==> config.mk <==
export PLATFORM = sky130hd
export DESIGN_NAME = seq_recog_top
export DESIGN_NICKNAME = d
export VERILOG_FILES = /design/src/rtl/seq_recog_pkg.sv /design/src/rtl/seq_recog_ctrl.sv /design/src/rtl/seq_recog_dp.sv /design/src/rtl/seq_recog_top.sv
export SDC_FILE = /design/constraint.sdc
export NUM_CORES = 1
export LEC_CHECK = 0
export BUFFER_PORTS_ARGS = -buffer_cell sky130_fd_sc_hd__buf_2
export CAP_MARGIN = 40
export CORE_AREA = 2 2 39 41
export DETAILED_ROUTE_END_ITERATION = 10
export DIE_AREA = 0 0 41 43
export GPL_TIMING_DRIVEN = 0
export HOLD_SLACK_MARGIN = 0.12
export PLACE_DENSITY = 0.34
export SYNTH_ARGS = -nofsm -noshare
export SYNTH_HDL_FRONTEND = slang
export SYNTH_SLANG_ARGS = --single-unit
==> constraint.sdc <==
create_clock -name clk -period 2.8 [get_ports clk]
set_input_delay 0.56 -clock clk [delete_from_list [all_inputs] [get_ports clk]]
set_output_delay 0.56 -clock clk [all_outputs]
set_load 0.01 [all_outputs]
==> src/rtl/seq_recog_pkg.sv <==
package seq_recog_pkg;
  localparam int STATE_W = 3;

  typedef enum logic [STATE_W-1:0] {
    ST_IDLE    = 3'b000,
    ST_ONE     = 3'b001,
    ST_ONEZERO = 3'b010,
    ST_RUN     = 3'b011,
    ST_TAIL    = 3'b100
  } recogState_t;

  // strobes from control to datapath
  typedef struct packed {
    logic armed;   // present state lets a 1 raise the flag
  } ctrlStrobe_t;
endpackage

==> src/rtl/seq_recog_ctrl.sv <==
module seq_recog_ctrl
  import seq_recog_pkg::*;
(
  input  logic               clk,
  input  logic               rst,
  input  logic               bitIn,
  output ctrlStrobe_t        strobe,
  output logic [STATE_W-1:0] stateCode
);
  recogState_t curState, nxtState;

  always_comb begin
    case (curState)
      ST_IDLE:    nxtState = bitIn ? ST_ONE  : ST_IDLE;
      ST_ONE:     nxtState = bitIn ? ST_RUN  : ST_ONEZERO;
      ST_ONEZERO: nxtState = bitIn ? ST_RUN  : ST_IDLE;
      ST_RUN:     nxtState = bitIn ? ST_RUN  : ST_TAIL;
      ST_TAIL:    nxtState = bitIn ? ST_RUN  : ST_IDLE;
      default:    nxtState = ST_IDLE;  // spare codes recover
    endcase
  end

  always_ff @(posedge clk) begin
    if (rst) curState <= ST_IDLE;
    else     curState <= nxtState;
  end

  assign strobe.armed = (curState == ST_RUN) || (curState == ST_TAIL);
  assign stateCode    = curState;

  assert_reset_R1: assert property (@(posedge clk) rst |=> curState == ST_IDLE);
  assert_idle_R2: assert property (@(posedge clk) disable iff (rst)
    (curState == ST_IDLE) |=> (curState == ST_IDLE || curState == ST_ONE));
  assert_one_R3: assert property (@(posedge clk) disable iff (rst)
    (curState == ST_ONE && !bitIn) |=> curState == ST_ONEZERO);
  assert_onezero_R4: assert property (@(posedge clk) disable iff (rst)
    (curState == ST_ONEZERO && bitIn) |=> curState == ST_RUN);
  assert_run_R5: assert property (@(posedge clk) disable iff (rst)
    (curState == ST_RUN && !bitIn) |=> curState == ST_TAIL);
  assert_tail_R6: assert property (@(posedge clk) disable iff (rst)
    (curState == ST_TAIL && !bitIn) |=> curState == ST_IDLE);
endmodule

==> src/rtl/seq_recog_dp.sv <==
module seq_recog_dp
  import seq_recog_pkg::*;
(
  input  ctrlStrobe_t strobe,
  input  logic        bitIn,
  output logic        flag
);
  assign flag = strobe.armed & bitIn;
endmodule

==> src/rtl/seq_recog_top.sv <==
module seq_recog_top
  import seq_recog_pkg::*;
(
  input  logic               clk,
  input  logic               rst,
  input  logic               serialIn,
  output logic               matchOut,
  output logic [STATE_W-1:0] stateDbg
);
  ctrlStrobe_t strobe;

  seq_recog_ctrl uCtrl (
    .clk(clk), .rst(rst), .bitIn(serialIn),
    .strobe(strobe), .stateCode(stateDbg)
  );

  seq_recog_dp uDp (
    .strobe(strobe), .bitIn(serialIn), .flag(matchOut)
  );

  // a raised flag always lands in RUN on the next edge
  assert_flag_to_run_R5: assert property (@(posedge clk) disable iff (rst)
    matchOut |=> stateDbg == 3'b011);
  // the flag only rises from RUN or TAIL
  assert_flag_src_R7: assert property (@(posedge clk) disable iff (rst)
    matchOut |-> (stateDbg == 3'b011 || stateDbg == 3'b100));
endmodule

==> out/results.tsv <==
stage	metric	value	unit
run_status	status	complete, no violations	
power	Pwr Density	594	nW/um^2
sta	Setup-failing EPs final	0	
global_routing	vias in the first global route	137	
hold_path	Min-Delay Path Class	input port to flip-flop	
clock_tree	CTS Root Cell	clkbuf_4	
clock_tree	setup bufs post-CTS	0	
place	GPL Wtd Cong	0.702	
cells_and_area	most common cell after layout, fill and taps aside	buf_2	
sta	worst-margin pin slew	231	ps
sta	Final TNS setup	0	ps
die	die width	41	microns
global_routing	grt met1 use	5.43	%
drt	final wirelength	368	microns
clock_tree	cts bufs inserted	3	
power	Clock power frac	57.3	%
global_routing	Overall Global Routing Usage	5.71	%
power	sequential share of power	35.9	%
run	max_cap viols	0	
place	IO Port Bufs	6	
yosys	Post-Syn Area per Cell	10.5	sq um
sta	Slew Limit Fails	0	
clock_tree	H-tree levels	1	
cells_and_area	layout cell share with drive strength beyond 1	41.7	%
clock_tree	Worst-path clk slew	40	ps
global_routing	initial antenna violation count	0	
power	Gate power share	6.7	%
drt	vias per inst	3.83	
sta	Max Clk Rate	542	MHz
yosys	post-synthesis cell count	14	
sta	Hold Vio Cnt, Final	0	
yosys	Yosys reg bits	3	
clock_tree	deepest clock path buffer count	2	
cells_and_area	most frequent cells in the layout	buf_2 (6), clkbuf_4 (3), dfxtp_1 (3)	
sta	Hold Slack	523	ps
power	leakage	0.0937	nW
place	pre-CTS WS	1190	ps
place	dpl hpwl	264	microns
power	Sw Pwr	29.3	uW
global_routing	met3 Use GR	3.14	%
cells_and_area	P&R area growth vs syn	52.1	%
drt	initial drt markers	0	
worst_setup_path	CP required	2240	ps
power	internal power	103	uW
worst_setup_path	Critical Path Fanout Max	8	
yosys	mapped cell area	146	sq um
die	die area	1760	sq um
global_routing	largest net degree at the start of global routing	9	
worst_setup_path	R2R setup slack	1770	ps
hold_path	HP Start	rst	
drt	drt wl/cell	9.20	microns
drt	total number of vias	153	
worst_setup_path	Crit path arrival time	1290	ps
worst_setup_path	Critical R2R Capture	uCtrl.stateCode[1]	
worst_setup_path	Worst setup EP type	primary output	
die	IO Count	7	
cells_and_area	max reg flops	3	
worst_setup_path	R2R depth	2	
clock_tree	Worst-Skew Late Latency	230	ps
clock_tree	TritonCTS clock tree	built	
global_routing	layer with the highest usage	met4	
sta	Clock Skew	0.476	ps
drt	TritonRoute pass-1 iters	1	
yosys	Synth cell types	10	
drt	Final ANT Viol Nets	0	
power	Power, Total	132	uW
clock_tree	cts hold-fix bufs	0	
cells_and_area	fin util	16.1	%
yosys	yosys warns	0	
global_routing	first-pass GRT wire length	586	microns
yosys	Syn Nets	17	
die	row count	14	
drt	Post-route DRC	0	
sta	Final Cycle Share	65.9	%
yosys	Seq/Total Area, Yosys	41.0	%
global_routing	GRT overflow	0	
hold_path	Hold EP	uCtrl.stateCode[1]	
worst_setup_path	Startpoint Class	flip-flop	
die	die height	43	microns
cells_and_area	ANT cells	0	
die	Core Box Area	1380	sq um
worst_setup_path	Setup Crit Path Kind	flip-flop to primary output	
worst_setup_path	reg2reg start	uCtrl.stateCode[0]	
sta	Setup WS post-layout	955	ps
clock_tree	Post-CTS Resized	0	
power	sw frac	22.1	%
cells_and_area	NumNets Final	28	
clock_tree	Clock Sink Count	3	
sta	Slew HR	84.6	%
sta	unrepaired setup endpoints after global routing	no	
power	worst-case vdd ir drop	0.0943	mV
hold_path	hold path cells	2	
die	initial core utilization	10.6	%
sta	crit path time final	1850	ps
global_routing	met2 Use GR	6.88	%
cells by family (layout without fill, tap and decap cells):
group	after synthesis	in the layout	synth area share (%)
simple gates	8	8	46.2
compound gates	3	3	12.8
flops	3	3	41.0
buf+inv	0	10	0
how the worst max path moves through the flow:
stage	depth (start not counted)	slack (ps)	start	endpoint
3_3_place_gp	3	1200	uCtrl.stateCode[2]	matchOut
2_1_floorplan	2	1230	uCtrl.stateCode[2]	matchOut
3_5_place_dp	3	1190	uCtrl.stateCode[2]	matchOut
6_report	3	950	uCtrl.stateCode[2]	matchOut
5_1_grt	3	870	uCtrl.stateCode[2]	matchOut
4_1_cts	3	930	uCtrl.stateCode[2]	matchOut
Yosys cell counts (all sizes together):
cell type	count	area share [%]
a21boi	1	5.1
a31oi	1	4.3
and3b	1	6.0
and4b	1	7.7
dfxtp	3	41
nand3b	2	10
nand4bb	1	7.7
nor2	1	2.6
o21ai	1	3.4
or3b	2	12
power by group through the flow:
stage               clock network [mW]  logic [mW]  registers (mW)
floorplan                            0     0.00362          0.0482
global placement                     0     0.00898          0.0481
detailed placement                   0     0.00910          0.0481
CTS                             0.0805     0.00912          0.0475
global route                    0.0803      0.0100          0.0481
finish                          0.0759     0.00893          0.0475
layer usage:
| metal | share of wire [%] | wire length [microns] |
|---|---|---|
| met5 | 0 | 0 |
| met4 | 0 | 0 |
| met3 | 0.54 | 2 |
| met2 | 62 | 227 |
| met1 | 37 | 137 |
worst max-delay path: stages (launching register included):
cell and delay [ps]:
dfxtp_1 420, or3b_1 360, a21boi_1 130, buf_2 140
final cells by class:
| cell class | count | area [sq um] |
|---|---|---|
| multi-input cells | 11 | 86.3 |
| repair buffers | 6 | 30.0 |
| clock buffers | 4 | 26.3 |
| well taps | 16 | 20.0 |
| fillers | 155 | 1160 |
| flip-flops and latches | 3 | 60.1 |
stage by stage:
step                area (sq um)  cells
floorplan                    146     14
global placement             196     36
detailed placement           196     36
CTS                          223     40
global route                 223     40
finish                       223     40
Note: power is estimated with default switching activity, not from simulation.
